## src/rtl/ovl_fetch_pkg.sv

```systemverilog
package ovl_fetch_pkg;
    typedef enum logic [1:0] {
        ST_FILL   = 2'd0,
        ST_FLOW   = 2'd1,
        ST_BUBBLE = 2'd2
    } phase_e;

    localparam int KIND_W   = 4;
    localparam int K_LOAD   = 0;
    localparam int K_STORE  = 1;
    localparam int K_JUMP   = 2;
    localparam int K_BRANCH = 3;

    localparam int N_CNT   = 3;
    localparam int CNT_CYC = 0;
    localparam int CNT_INS = 1;
    localparam int CNT_STL = 2;
endpackage

```

## src/rtl/ovl_phase_fsm.sv

```systemverilog
module ovl_phase_fsm
    import ovl_fetch_pkg::*;
(
    input  logic              clk,
    input  logic              rst_n,
    input  logic [KIND_W-1:0] ir_kind,
    input  logic              br_taken,
    output phase_e            phase,
    output logic              stall,
    output logic              pc_en,
    output logic              pc_src,
    output logic              ir_src,
    output logic              addr_sel
);
    phase_e phase_q, phase_d;
    logic   mem_op, redirect;

    assign mem_op   = ir_kind[K_LOAD] | ir_kind[K_STORE];
    assign redirect = ir_kind[K_JUMP] | (ir_kind[K_BRANCH] & br_taken);
    assign phase    = phase_q;

    // state register
    always_ff @(posedge clk) begin
        if (!rst_n) phase_q <= ST_FILL;
        else        phase_q <= phase_d;
    end

    // transitions
    always_comb begin
        phase_d = ST_FLOW;
        unique case (phase_q)
            ST_FILL:   phase_d = ST_FLOW;
            ST_FLOW:   phase_d = (mem_op | redirect) ? ST_BUBBLE : ST_FLOW;
            ST_BUBBLE: phase_d = ST_FLOW;
            default:   phase_d = ST_FLOW;
        endcase
    end

    // outputs
    always_comb begin
        stall    = 1'b0;
        pc_en    = 1'b1;
        pc_src   = 1'b0;
        ir_src   = 1'b0;
        addr_sel = 1'b0;
        unique case (phase_q)
            ST_FLOW: begin
                stall    = mem_op | redirect;
                pc_en    = redirect | ~mem_op;
                pc_src   = redirect;
                ir_src   = mem_op | redirect;
                addr_sel = mem_op;
            end
            ST_FILL, ST_BUBBLE: begin
                stall = 1'b0;
            end
            default: begin
                stall = 1'b0;
            end
        endcase
    end
endmodule

```

## src/rtl/ovl_fetch_regs.sv

```systemverilog
module ovl_fetch_regs #(
    parameter int             AW        = 32,
    parameter int             IW        = 32,
    parameter int             PC_STEP   = 4,
    parameter logic [AW-1:0]  RESET_VEC = '0
) (
    input  logic          clk,
    input  logic          rst_n,
    input  logic          pc_en,
    input  logic          pc_src,
    input  logic          ir_src,
    input  logic          addr_sel,
    input  logic [IW-1:0] mem_rdata,
    input  logic [AW-1:0] alu_addr,
    input  logic [AW-1:0] br_target,
    output logic [AW-1:0] pc,
    output logic [IW-1:0] ir,
    output logic [AW-1:0] mem_addr
);
    localparam logic [AW-1:0] STEP = AW'(PC_STEP);
    localparam logic [IW-1:0] NOP  = '0;

    always_ff @(posedge clk) begin
        if (!rst_n) begin
            pc <= RESET_VEC;
            ir <= NOP;
        end else begin
            if (pc_en) pc <= pc_src ? br_target : pc + STEP;
            ir <= ir_src ? NOP : mem_rdata;
        end
    end

    assign mem_addr = addr_sel ? alu_addr : pc;
endmodule

```

## src/rtl/ovl_perf_counters.sv

```systemverilog
module ovl_perf_counters #(
    parameter int CW = 32,
    parameter int N  = 3
) (
    input  logic                 clk,
    input  logic                 rst_n,
    input  logic [N-1:0]         inc,
    output logic [N-1:0][CW-1:0] count
);
    for (genvar g = 0; g < N; g++) begin : g_cnt
        always_ff @(posedge clk) begin
            if (!rst_n)      count[g] <= '0;
            else if (inc[g]) count[g] <= count[g] + CW'(1);
        end
    end
endmodule

```

## src/rtl/ovl_fetch_ctl.sv

```systemverilog
module ovl_fetch_ctl
    import ovl_fetch_pkg::*;
#(
    parameter int            AW        = 32,
    parameter int            IW        = 32,
    parameter int            CW        = 32,
    parameter int            PC_STEP   = 4,
    parameter logic [AW-1:0] RESET_VEC = '0
) (
    input  logic          clk,
    input  logic          rst_n,
    input  logic [3:0]    ir_kind,
    input  logic          br_taken,
    input  logic [IW-1:0] mem_rdata,
    input  logic [AW-1:0] alu_addr,
    input  logic [AW-1:0] br_target,
    output logic [AW-1:0] mem_addr,
    output logic [AW-1:0] pc,
    output logic [IW-1:0] ir,
    output logic          pc_en,
    output logic          pc_src,
    output logic          ir_src,
    output logic          addr_sel,
    output logic          stall,
    output logic [CW-1:0] cycle_cnt,
    output logic [CW-1:0] instr_cnt,
    output logic [CW-1:0] stall_cnt
);
    phase_e                  cur_phase;
    logic [N_CNT-1:0]        cnt_inc;
    logic [N_CNT-1:0][CW-1:0] cnt_val;

    ovl_phase_fsm u_fsm (
        .clk      (clk),
        .rst_n    (rst_n),
        .ir_kind  (ir_kind),
        .br_taken (br_taken),
        .phase    (cur_phase),
        .stall    (stall),
        .pc_en    (pc_en),
        .pc_src   (pc_src),
        .ir_src   (ir_src),
        .addr_sel (addr_sel)
    );

    ovl_fetch_regs #(
        .AW(AW), .IW(IW), .PC_STEP(PC_STEP), .RESET_VEC(RESET_VEC)
    ) u_regs (
        .clk       (clk),
        .rst_n     (rst_n),
        .pc_en     (pc_en),
        .pc_src    (pc_src),
        .ir_src    (ir_src),
        .addr_sel  (addr_sel),
        .mem_rdata (mem_rdata),
        .alu_addr  (alu_addr),
        .br_target (br_target),
        .pc        (pc),
        .ir        (ir),
        .mem_addr  (mem_addr)
    );

    assign cnt_inc[CNT_CYC] = (cur_phase != ST_FILL);
    assign cnt_inc[CNT_INS] = (cur_phase == ST_FLOW);
    assign cnt_inc[CNT_STL] = stall;

    ovl_perf_counters #(.CW(CW), .N(N_CNT)) u_cnt (
        .clk   (clk),
        .rst_n (rst_n),
        .inc   (cnt_inc),
        .count (cnt_val)
    );

    assign cycle_cnt = cnt_val[CNT_CYC];
    assign instr_cnt = cnt_val[CNT_INS];
    assign stall_cnt = cnt_val[CNT_STL];
endmodule

```

## config.mk

```make
export PLATFORM = sky130hd
export DESIGN_NAME = ovl_fetch_ctl
export DESIGN_NICKNAME = d
export VERILOG_FILES = /design/src/rtl/ovl_fetch_pkg.sv /design/src/rtl/ovl_phase_fsm.sv /design/src/rtl/ovl_fetch_regs.sv /design/src/rtl/ovl_perf_counters.sv /design/src/rtl/ovl_fetch_ctl.sv
export SDC_FILE = /design/constraint.sdc
export NUM_CORES = 1
export LEC_CHECK = 0
export BUFFER_PORTS_ARGS = -buffer_cell sky130_fd_sc_hd__buf_2
export CAP_MARGIN = 20
export CORE_MARGIN = 10
export CORE_UTILIZATION = 45
export DETAILED_ROUTE_END_ITERATION = 6
export PLACE_DENSITY = 0.86
export SLEW_MARGIN = 20
export SYNTH_ARGS = -nofsm -noshare
export SYNTH_HDL_FRONTEND = slang
export SYNTH_HIERARCHICAL = 1
export SYNTH_SLANG_ARGS = --single-unit
export TNS_END_PERCENT = 30
```

## constraint.sdc

```tcl
create_clock -name clk -period 2.3 [get_ports clk]
set_input_delay 0.23 -clock clk [delete_from_list [all_inputs] [get_ports clk]]
set_output_delay 0.23 -clock clk [all_outputs]
set_load 0.02 [all_outputs]
```

After elaboration in Yosys (flattened, before gate mapping)
Cells that the tools add are included.
{"block": "classes", "addsub": 4, "n_eq_ne": 1, "mux": 8, "n_bitwise": 7, "reduce_logical": 3}
{"cell": "$add A32 B1 Y32 const B", "n": 3}
{"cell": "$mux W32", "n": 2}
{"cell": "$add A32 B3 Y32 const B", "n": 1}
{"cell": "$mux W1", "n": 5}
{"cell": "$or A1 B1 Y1", "n": 4}
{"cell": "$eq A2 B1 Y1 const B", "n": 1}
{"cell": "$mux W2", "n": 1}
{"cell": "$not A1 Y1", "n": 2}
{"cell": "$reduce_and A2 Y1", "n": 1}
{"cell": "$reduce_bool A2 Y1", "n": 1}
{"cell": "$reduce_or A2 Y1", "n": 1}
{"cell": "$and A1 B1 Y1", "n": 1}
{"block": "word_totals", "output_inout_bits": 197, "elab_cells": 30, "inputBits": 103, "ff_bits": 162}

Logic depth before layout (Yosys ltp)
Gate-level depths: netlist of run 1.
{"block": "depth", "depth_word": 5, "ltp_mapped": 10, "ltp_nobuf": 7}

By module
The synthesis of run 1 kept the hierarchy.
{"module": "ovl_perf_counters", "area_per_inst_um2": 4545.6, "instances": 1, "cells_per_inst": 536, "seq_area_each_um2": 1921.8}
{"module": "ovl_fetch_regs", "area_per_inst_um2": 3321.9, "instances": 1, "cells_per_inst": 391, "seq_area_each_um2": 1281.2}
{"module": "ovl_phase_fsm", "area_per_inst_um2": 115.1, "instances": 1, "cells_per_inst": 13, "seq_area_each_um2": 40.0}
{"module": "ovl_fetch_ctl", "area_per_inst_um2": 15.0, "instances": 1, "cells_per_inst": 2, "seq_area_each_um2": 0.0}

Least setup slack after synthesis of run 1
No wires, ideal clock.
{"block": "synth_timing", "kind": "flip-flop to flip-flop", "start": "reg u_fsm.phase_q[0], in the netlist u_fsm/phase[0]", "end": "reg u_cnt/count[95] (netlist name)", "arrival_time_ps": 2464, "path_buffers": 3, "path_stages_with_launch": 11, "setup_slack_ps": -234, "synth_period_minus_slack_ps": 2534, "required_ps": 2230, "setup_time_ps": 70, "path_cell_list": "dfxtp_1 > nor2b_4 > nand2_1 > nand2_1 > buf_4 > buf_2 > nand4_1 > or4_1 > clkbuf_1 > or4_1 > a21oi_1"}
{"block": "synth_via", "elab_chain_len": 2}
{"element": "start, declared", "line_no": "ovl_phase_fsm.sv:15", "text": "phase_e phase_q, phase_d;"}
{"element": "start signal, assigned", "line_no": "ovl_phase_fsm.sv:25", "text": "else phase_q <= phase_d;"}
{"element": "$eq A2 B1 Y1"}
{"element": "$mux W1"}
{"element": "named net ir_src", "line_no": "ovl_fetch_ctl.sv:22", "text": "output logic ir_src,"}
{"element": "end signal, assigned by index", "line_no": "ovl_perf_counters.sv:13", "text": "else if (inc[g]) count[g] <= count[g] + CW'(1);"}
{"element": "end, declared", "line_no": "ovl_perf_counters.sv:8", "text": "output logic [N-1:0][CW-1:0] count"}
The timed path passes the listed nets, and every way through them passes these cells.
A chain may end at the register's enable or synchronous reset.

Worst setup path in the final report of run 1
{"block": "layout_timing", "start": "reg u_fsm.phase_q[0], in the netlist u_fsm/phase[0]", "end": "out mem_addr[21]"}
{"block": "layout_via", "elab_chain_len": 3}
{"element": "$eq A2 B1 Y1", "line_no": "ovl_phase_fsm.sv:46", "text": "unique case (phase_q)"}
{"element": "$mux W1", "line_no": "ovl_phase_fsm.sv:46"}
{"element": "$mux W32", "line_no": "ovl_fetch_regs.sv:33", "text": "assign mem_addr = addr_sel ? alu_addr : pc;"}
{"element": "end, declared", "line_no": "ovl_fetch_ctl.sv:17", "text": "output logic [AW-1:0] mem_addr,"}
Every way passes these cells.

==> flow_summary.yaml, run 1 <==
status:
  status: "finished clean"
worst_hold_path:
  min_to: "u_regs/ir[17]$_SDFF_PP0_"
  min_path_cells: 2
  worstHoldStart: "mem_rdata[17]"
  hp-class: "in -> reg"
cts:
  cts_tree: "built"
  cts_buffers: 17
  clock-sinks: 162
  clkLatencyLatePin_ps: 420
  post-cts-setup-buffers: 0
  clkTransAtPathRegs_ps: 60
  htreeDepth: 4
  cts_buffer_depth: 2
  cts_root_buf: "clkbuf_16"
route:
  wl_per_cell_um: 18.39
  route.vias.total: 8681
  drt.antenna.violating_nets: 0
  drt-pass1-iter-count: 7
  drtIter0Drc: 607
  post-route-drc-count: 0
  vias_per_cell: 5.760
  wl_um: 27710
sta:
  final-hold-violation-count: 0
  slew_viol_final: 0
  finalClockSkew_ps: 9.393
  finalSetupViolCount: 0
  fin_crit_ps: 2232
  tns_ps: 0
  worst_pin_slew_ps: 582.4
  relSlewSlack_pct: 61.13
  period_share_pct: 97.04
  rsz0062_at_grt: "true"
  fin_ws_ps: 68.11
  fmax_mhz: 448.1
final_layout:
  area_delta_synth_final_pct: 34.61
  drive_gt1_share_pct: 34.04
  stdcell_count: 1507
  fin_util_pct: 62.02
  finalNetCount: 1375
floorplanning:
  num_rows: 48
  coreArea_mm2: 0.01736
  fp.dieH_um: 153.3
  io_pins: 300
  fp.dieW_um: 153.3
  die-area_mm2: 0.02351
  start_util_pct: 46.08
synthesis:
  synthMuxAreaShare_pct: 5.288
  synth-edff-count: 0
  synth_seq_area_share_pct: 40.55
  synth_top_family_by_area: "simple AND/OR/NAND/NOR gates"
  ys_seq_elements: 162
  syn_area_mm2: 0.007998
  synthXorXnorAreaFrac_pct: 3.614
  yosysWarnings: 6
  ys_async_sr_fraction_pct: 0
  synth_ff_type: "dfxtp_1"
  syn_nets: 1049
  synth-adder-area-share_pct: 0.6258
  synthSimpleGateAreaFrac_pct: 28.52
  synthCells: 942
  synthDistinctLibCells: 67
  syn_avg_cell_area_um2: 8.490
  synth_compound_area_share_pct: 16.72
setup_path:
  path_cells: "nor2b_4 -> o21ai_4 -> buf_4 -> clkinvlp_4 -> buf_12 -> mux2_2 -> buf_4"
  cp-startpoint: "u_fsm/phase[0]$_SDFF_PN0_"
  cp-end-kind: "output port"
  worstSetupStartpointType: "flip-flop"
  r2r_slack_ps: 130
  slowest_stage: "mux2_2"
  arrival_ps: 2000
  worst_ep_required_time_ps: 2070
  reg2reg_to: "u_cnt/count[83]$_SDFFE_PN0P_"
  r2r_cells: 9
  cp_common_cell: "buf_4"
  slowest_delay_ps: 360
  rr_startpoint: "u_fsm/phase[0]$_SDFF_PN0_"
  critical_path_class: "reg -> out"
  worstPathMaxFanout: 20
power_and_ir_drop:
  powerDensity_mw_per_mm2: 645.6
  p_int_mw: 4.907
  power_mw: 6.950
  power_frac_clock_pct: 38.9
  p_switching_mw: 2.043
  leakage_nw: 4.512
  ir_drop_v: 0.0005663
  pwr-share-comb_pct: 17.5
  switching_share_pct: 29.40
  p_seq_share_pct: 43.6
grt:
  grt_pass1_vias: 8400
  track_usage_pct: 21.80
  grt_max_degree: 75
  grt_antenna_before_repair: 1
  grt_overflow_total: 0
  grt_pass1_wl_um: 43130
placed_design:
  portBuffers: 299
  hpwlAfterDp_um: 20140
  dpl.cell_count: 1450
  place.gp.congestion: 0.8730
  post-place-ws_ps: 35.79
run:
  max_cap_viol_count: 0
==> placed cells by master (no fill, tap or decap), types with 30 or more instances in the layout <==
| cell type | Yosys | routed |
|---|---|---|
| o21ai_0 | 39 | 39 |
| or4_1 | 37 | 35 |
| o31ai_1 | 30 | 30 |
| nand3_1 | 37 | 37 |
| nand4_1 | 36 | 36 |
| a21oi_1 | 62 | 62 |
| nor2_1 | 62 | 62 |
| buf_2 | 11 | 290 |
| and2_1 | 36 | 36 |
| dfxtp_1 | 162 | 161 |
| nand2_1 | 80 | 78 |
| buf_4 | 3 | 55 |
==> metal layers <==
layer / global-route usage (%) / vias to the layer above / part of all wire, %
met1: 23.96 / 4033 / 38
met2: 38.04 / 456 / 50
met3: 7.464 / 52 / 9.5
met4: 7.902 / 0 / 2.3
li1: - / 4140 / -
met5: 0 / - / 0
==> what timing repair did <==
action / CTS / global route
hold buffers: 23 / 0
hold endpoints to repair: 23 / 0
endpoints found under the setup margin: 0 / 33
resized for setup: 0 / 15
==> critical path, delay by kind of cell, from the launching register on <==
family	cells	cell delay, ps
buf+inv	4	610
mux	1	360
flops	1	330
simple gates	1	190
compound gates	1	90
==> cells by family (layout without fill, tap and decap cells) <==
kind of cell,after synthesis,after routing
buf+inv,88,427
mux,39,39
compound gates,206,206
flops,162,162
other cells,0,1
simple gates,410,410
fa+ha+maj,4,4
xor+xnor,33,33
==> cell usage after synthesis (all sizes together) (13+ instances only) <==
library cell / count / share of area (%)
a31oi: 15 / 1.2
nor4: 20 / 1.7
clkbuf: 42 / 2.0
nand4: 41 / 3.7
mux2i: 13 / 1.6
mux2: 26 / 3.7
inv: 24 / 1.1
nand2: 80 / 3.8
nor2: 62 / 2.9
and3: 14 / 1.1
or3: 20 / 1.6
dfxtp: 162 / 41
o31ai: 30 / 2.8
a21oi: 62 / 3.9
nand3: 39 / 2.6
buf: 22 / 1.5
xnor2: 24 / 2.6
nor3: 29 / 1.8
o21ai: 40 / 2.6
and2: 36 / 2.8
or4: 38 / 3.6
==> state kept, by name, indices dropped and copies added (netlist names) <==
signal / flops
u_cnt/count: 96
u_regs/pc: 32
u_fsm/phase: 2
u_regs/ir: 32
==> worst max-delay path by stage <==
stage / slack [ps] / endpoint / depth (start not counted)
finish: 70 / mem_addr[21] / 7
detailed placement: 40 / u_cnt/count[83]$_SDFFE_PN0P_ / 9
CTS: 2 / mem_addr[23] / 7
global route: -30 / mem_addr[21] / 7
floorplan: -10 / u_cnt/count[94]$_SDFFE_PN0P_ / 10
global placement: 110 / u_cnt/count[85]$_SDFFE_PN0P_ / 9
==> power by group through the flow <==
stage                     clock, mW  sequential (mW)  combinational [mW]
final                          2.71             3.03                1.21
after global routing           2.88             3.05                1.30
after CTS                      2.76             3.03                1.18
after detailed placement          0             3.09                1.14
after global placement            0             3.09                1.12
after floorplan                   0             3.20               0.577
==> stage by stage <==
step,area (um^2),hold slack [ps]
after floorplan,8035,351.7
after global placement,9896,428.2
after detailed placement,9896,433.2
after CTS,10690,2.518
after global routing,10770,2.121
final,10770,16.96
==> final cells by class <==
type	count	area [um^2]
multi-input combinational	692	4418
tap	225	281.5
fill	1440	6591
timing repair buffer	371	2160
clock buffer	20	466.7
sequential	162	3244
clock inverter	12	98.84
inverter	24	93.84
antenna	1	2.502
No activity file was read; power rests on OpenSTA's default activity.
==> run 2: changes to the inputs <==
==> constraint.sdc (replaced) <==
create_clock -name clk -period 1.95 [get_ports clk]
set_input_delay 0.195 -clock clk [delete_from_list [all_inputs] [get_ports clk]]
set_output_delay 0.195 -clock clk [all_outputs]
set_load 0.02 [all_outputs]
==> run 2 against run 1 <==
  * The flow now finishes with violations (negative setup slack)
  * Cell area increased by 15%
  * Global-route usage increased by 2.5 points
  * Clock-buffer cell count decreased by 1
  * Clock skew increased by 2.6 ps
  * Combinational power increased by 50%
  * Highest routed layer unchanged
  * Non-clock buffer count increased by 115
  * Largest cell class unchanged
  * Die area unchanged
  * Via count increased by 11%
  * Cell count increased by 7.8%
  * Sequential cell count unchanged
  * Sequential share of layout area decreased by 3.8 points
  * Setup slack got worse by 340 ps
==> flow_summary.yaml, run 2 (synthesized netlist as in run 1, its figures left out) <==
status:
  status: "complete, but fails checks"
  violations: "negative setup slack"
final_layout:
  finalNetCount: 1491
  fin_util_pct: 71.10
  drive_gt1_share_pct: 43.24
  top_register: "u_cnt/count"
  reg_top3: "u_cnt/count: 96 flops, u_regs/ir: 32 flops, u_regs/pc: 32 flops"
  final_common_cell: "buf_2"
  largest_reg_flops: 96
  area_delta_synth_final_pct: 54.30
  mostFrequentLayoutCells: "buf_2 (277), dfxtp_1 (156), buf_4 (134)"
grt:
  grt_overflow_total: 0
  grt_max_degree: 56
  track_usage_pct: 24.26
  grt_pass1_vias: 9205
  grt_antenna_before_repair: 2
  use_met3_pct: 6.734
  grt_pass1_wl_um: 47410
  gr-max-usage-layer: "met2"
  use_met2_pct: 42.62
  met1_usage_pct: 25.96
sta:
  period_share_pct: 114.1
  fin_crit_ps: 2225
  rsz0062_at_grt: "true"
  final-hold-violation-count: 0
  relSlewSlack_pct: 73.10
  finalClockSkew_ps: 11.94
  fin_ws_ps: -275.5
  slew_viol_final: 0
  worst_pin_slew_ps: 400.2
  fmax_mhz: 449.3
  finalSetupViolCount: 66
setup_path:
  r2r_cells: 8
  cp-startpoint: "u_fsm/phase[1]$_SDFF_PN0_"
  cp_common_cell: "buf_6"
  r2r_slack_ps: -280
  slowest_delay_ps: 600
  worstSetupStartpointType: "flip-flop"
  arrival_ps: 2570
  reg2reg_to: "u_cnt/count[50]$_SDFFE_PN0P_"
  slowest_stage: "or4_4"
  critical_path_class: "reg -> reg"
  path_cells: "buf_6 -> and2b_2 -> nand3_2 -> or4_4 -> buf_6 -> buf_6 -> or3_1 -> a21oi_1"
  cp_top_family: "simple AND/OR/NAND/NOR gates"
  path_buf_inv: 3
  cp-end-kind: "flip-flop"
  worstPathMaxFanout: 6
  rr_startpoint: "u_fsm/phase[1]$_SDFF_PN0_"
  worst_ep_required_time_ps: 2300
route:
  wl_per_cell_um: 20.24
  drt.antenna.violating_nets: 0
  route.vias.total: 9675
  drt-pass1-iter-count: 5
  wl_um: 32870
  drtIter0Drc: 821
  post-route-drc-count: 0
  vias_per_cell: 5.958
power_and_ir_drop:
  power_frac_clock_pct: 38.1
  powerDensity_mw_per_mm2: 704.1
  pwr-share-comb_pct: 20.9
  switching_share_pct: 29.50
  p_seq_share_pct: 41.0
  p_int_mw: 6.126
  p_switching_mw: 2.563
  power_mw: 8.689
  leakage_nw: 5.281
  ir_drop_v: 0.0006071
cts:
  clkLatencyLatePin_ps: 430
  clock-sinks: 162
  htreeDepth: 4
  clkTransAtPathRegs_ps: 70
  cts_buffers: 17
  cts_buffer_depth: 2
  cts_root_buf: "clkbuf_16"
  cts_tree: "built"
floorplanning:
  fp.dieW_um: 153.3
  coreArea_mm2: 0.01736
  io_pins: 300
  start_util_pct: 46.08
  num_rows: 48
  fp.dieH_um: 153.3
  die-area_mm2: 0.02351
run:
  max_cap_viol_count: 0
worst_hold_path:
  min_path_cells: 3
  hp-class: "in -> reg"
  min_to: "u_regs/pc[16]$_SDFFE_PN0P_"
  worstHoldStart: "br_target[16]"
placed_design:
  portBuffers: 299
  place.gp.congestion: 0.9509
  hpwlAfterDp_um: 21550
## run 2: power by group through the flow
stage                     Clock, mW  Combinational, mW  Sequential [mW]
after floorplan                   0              0.680             3.78
after global placement            0               1.44             3.61
after detailed placement          0               1.47             3.62
after CTS                      3.34               1.59             3.55
after global routing           3.47               1.92             3.57
final                          3.31               1.81             3.56
## run 2: metrics by stage
step	TNS, ps	area, um^2	std cells	hold WS [ps]	setup slack, ps
global route	-11400	12340	1624	47.74	-306.0
detailed placement	-6374	10570	1533	396.1	-371.4
finish	-6606	12340	1624	31.83	-275.5
CTS	-7399	11800	1613	13.82	-192.1
floorplan	-8101	8066	942	316.7	-353.8
global placement	-3742	10570	1533	393.5	-220.8
## run 2: how the worst max path moves through the flow
stage | endpoint | slack (ps) | cells after the start
floorplan | u_cnt/count[81]$_SDFFE_PN0P_ | -350 | 10
global placement | u_cnt/count[85]$_SDFFE_PN0P_ | -220 | 9
detailed placement | u_cnt/count[83]$_SDFFE_PN0P_ | -370 | 9
CTS | mem_addr[26] | -190 | 7
global route | u_cnt/count[50]$_SDFFE_PN0P_ | -310 | 8
finish | u_cnt/count[50]$_SDFFE_PN0P_ | -280 | 8
## run 2: cell type report
cell class | instances | area, um^2
Antenna cell | 2 | 5.005
Clock buffer | 19 | 452.9
Clock inverter | 13 | 127.6
Fill cell | 1221 | 5016
Inverter | 24 | 106.4
Multi-Input combinational cell | 693 | 4810
Sequential cell | 162 | 3253
Tap cell | 225 | 281.5
Timing Repair Buffer | 486 | 3304
## run 2: layer usage
| layer | routed length [um] | share of wire [%] |
|---|---|---|
| met5 | 0 | 0 |
| met4 | 1405 | 4.3 |
| met3 | 2972 | 9.0 |
| met2 | 16850 | 51 |
| met1 | 11640 | 35 |
## run 2: tightest hold or removal path, cell delays in order
cell and delay, ps:
buf_2 80, a31oi_1 80, o21ai_0 70
## run 2: timing repair
item,in CTS,in global routing
setup endpoints to repair,83,100
buffers inserted,9,7
pin swaps,16,15
hold buffers,36,0
endpoints found under the hold margin,36,0
gates cloned,3,3
gates resized for setup,44,118
==> run 3: changes to the inputs <==
--- a/config.mk
+++ b/config.mk
@@ -11,6 +11,7 @@
 export CORE_UTILIZATION = 45
 export DETAILED_ROUTE_END_ITERATION = 6
 export PLACE_DENSITY = 0.86
+export SKIP_CTS_REPAIR_TIMING = 1
 export SLEW_MARGIN = 20
 export SYNTH_ARGS = -nofsm -noshare
 export SYNTH_HDL_FRONTEND = slang
==> run 3 against run 2 <==
  * Clock-buffer cell count is the same
  * Clock skew shrank 0.52 ps
  * Largest cell class unchanged
  * Via count shrank 1.4%
  * Clock power is essentially flat
  * Fmax shrank 1.3%
  * Die area is the same
  * Hold slack lost 25 ps
  * Sequential power is essentially flat
  * Non-clock buffer count shrank 11
  * Critical path depth grew 1
  * Combinational power grew 2%
  * The flow still finishes with violations (negative setup slack)
  * Register-to-register slack lost 30 ps
==> flow_summary.yaml, run 3 (synthesized netlist as in run 1, its figures left out) <==
grt:
  grt_overflow_total: 0
  grt_antenna_before_repair: 2
  grt_pass1_vias: 8715
  grt_pass1_wl_um: 44240
  track_usage_pct: 22.47
  grt_max_degree: 56
power_and_ir_drop:
  ir_drop_v: 0.0005990
  leakage_nw: 5.216
  powerDensity_mw_per_mm2: 712.1
sta:
  worst_pin_slew_ps: 370.8
  fin_ws_ps: -304.6
  period_share_pct: 115.6
  final-hold-violation-count: 0
  finalClockSkew_ps: 11.43
  finalSetupViolCount: 70
  fin_crit_ps: 2255
  fmax_mhz: 443.5
  rsz0062_at_grt: "true"
  slew_viol_final: 0
  relSlewSlack_pct: 74.97
  holdWs_ps: 6.898
final_layout:
  reg_top3: "u_cnt/count: 96 flops, u_regs/ir: 32 flops, u_regs/pc: 32 flops"
  finalNetCount: 1479
  final_area_mm2: 0.01225
  largest_reg_flops: 96
  area_delta_synth_final_pct: 53.11
  final_common_cell: "buf_2"
  mostFrequentLayoutCells: "buf_2 (266), dfxtp_1 (156), buf_4 (127)"
  stdcell_count: 1612
  drive_gt1_share_pct: 42.02
  top_register: "u_cnt/count"
  fill_cells: 1225
route:
  vias_per_cell: 5.917
  drt.antenna.violating_nets: 0
  post-route-drc-count: 0
  wl_um: 32910
  drt-pass1-iter-count: 5
  drtIter0Drc: 894
  route.vias.total: 9539
  wl_per_cell_um: 20.42
cts:
  cts_root_buf: "clkbuf_16"
  clkLatencyLatePin_ps: 430
  cts_buffers: 17
  cts_buffer_depth: 2
  cts_tree: "built"
  clock-sinks: 162
  clkTransAtPathRegs_ps: 70
  htreeDepth: 4
placed_design:
  hpwlAfterDp_um: 21550
  dpl.cell_count: 1533
  dpl_cell_area_mm2: 0.01057
  portBuffers: 299
  place.gp.congestion: 0.9509
setup_path:
  rr_startpoint: "u_fsm/phase[0]$_SDFF_PN0_"
  worstSetupStartpointType: "flip-flop"
  worst_ep_required_time_ps: 2250
  path_buf_inv: 2
  cp_common_cell: "buf_6"
  critical_path_class: "reg -> reg"
  arrival_ps: 2550
  slowest_stage: "or4_4"
  worstPathMaxFanout: 8
  slowest_delay_ps: 560
  r2r_slack_ps: -300
  path_cells: "nor2b_4 -> o21ai_4 -> nand2_4 -> nand4_1 -> buf_6 -> or4_4 -> buf_6 -> o31ai_1 -> a21oi_1"
  r2r_cells: 9
  crit_cells: 9
  cp_top_family: "simple AND/OR/NAND/NOR gates"
  reg2reg_to: "u_cnt/count[79]$_SDFFE_PN0P_"
  cp-end-kind: "flip-flop"
worst_hold_path:
  hp-class: "in -> reg"
  worstHoldStart: "br_target[27]"
  min_path_cells: 3
  min_to: "u_regs/pc[27]$_SDFFE_PN0P_"
run:
  max_cap_viol_count: 0
floorplanning:
  fp.dieH_um: 153.3
  coreArea_mm2: 0.01736
  num_rows: 48
  io_pins: 300
  die-area_mm2: 0.02351
  fp.dieW_um: 153.3
  start_util_pct: 46.08
status:
  violations: "negative setup slack"
  status: "complete, but fails checks"
run 3: report_power, final:
group          internal [mW]  total (mW)  switching [mW]  leakage [nW]
Sequential              3.44        3.56           0.121          1.32
Combinational          0.862        1.85           0.990          3.63
Clock                   1.84        3.31            1.46         0.270
run 3: how the worst max path moves through the flow:
stage                                    startpoint                           end
after floorplan           u_fsm/phase[0]$_SDFF_PN0_  u_cnt/count[81]$_SDFFE_PN0P_
after global placement    u_fsm/phase[0]$_SDFF_PN0_  u_cnt/count[85]$_SDFFE_PN0P_
after detailed placement  u_fsm/phase[0]$_SDFF_PN0_  u_cnt/count[83]$_SDFFE_PN0P_
after CTS                 u_fsm/phase[0]$_SDFF_PN0_  u_cnt/count[83]$_SDFFE_PN0P_
after global routing      u_fsm/phase[0]$_SDFF_PN0_  u_cnt/count[79]$_SDFFE_PN0P_
final                     u_fsm/phase[0]$_SDFF_PN0_  u_cnt/count[79]$_SDFFE_PN0P_
run 3: area by class of cell:
| class | count | area (um^2) | area share (%) |
|---|---|---|---|
| Antenna cell | 2 | 5.005 | 0.04087 |
| Clock buffer | 19 | 452.9 | 3.699 |
| Clock inverter | 13 | 127.6 | 1.042 |
| Inverter | 24 | 97.59 | 0.7970 |
| Multi-Input combinational cell | 692 | 4745 | 38.75 |
| Sequential cell | 162 | 3251 | 26.55 |
| Tap cell | 225 | 281.5 | 2.299 |
| Timing Repair Buffer | 475 | 3286 | 26.83 |
run 3: metal layers:
layer / GRT usage, % / routed length, um / part of all wire, %
met5: 0 / 0 / 0
met4: 8.901 / 1241 / 3.8
met3: 6.201 / 3169 / 9.6
met2: 39.79 / 16870 / 51
met1: 24.83 / 11630 / 35
run 3: worst reg2reg max path, delay by kind of cell (launching register included):
kind            cells  cell delay, ps
compound gates      3             550
flops               1             320
simple gates        4             930
buf+inv             2             330
run 3: stage by stage:
step | total power [mW] | TNS (ps) | setup WS [ps] | util [%]
2_1_floorplan | 4.460 | -8101 | -353.8 | -
3_3_place_gp | 5.051 | -3742 | -220.8 | 60.89
3_5_place_dp | 5.086 | -6374 | -371.4 | 60.89
4_1_cts | 8.359 | -14270 | -388.6 | 64.24
5_1_grt | 9.000 | -15890 | -377.9 | 70.55
6_report | 8.720 | -10840 | -304.6 | 70.55
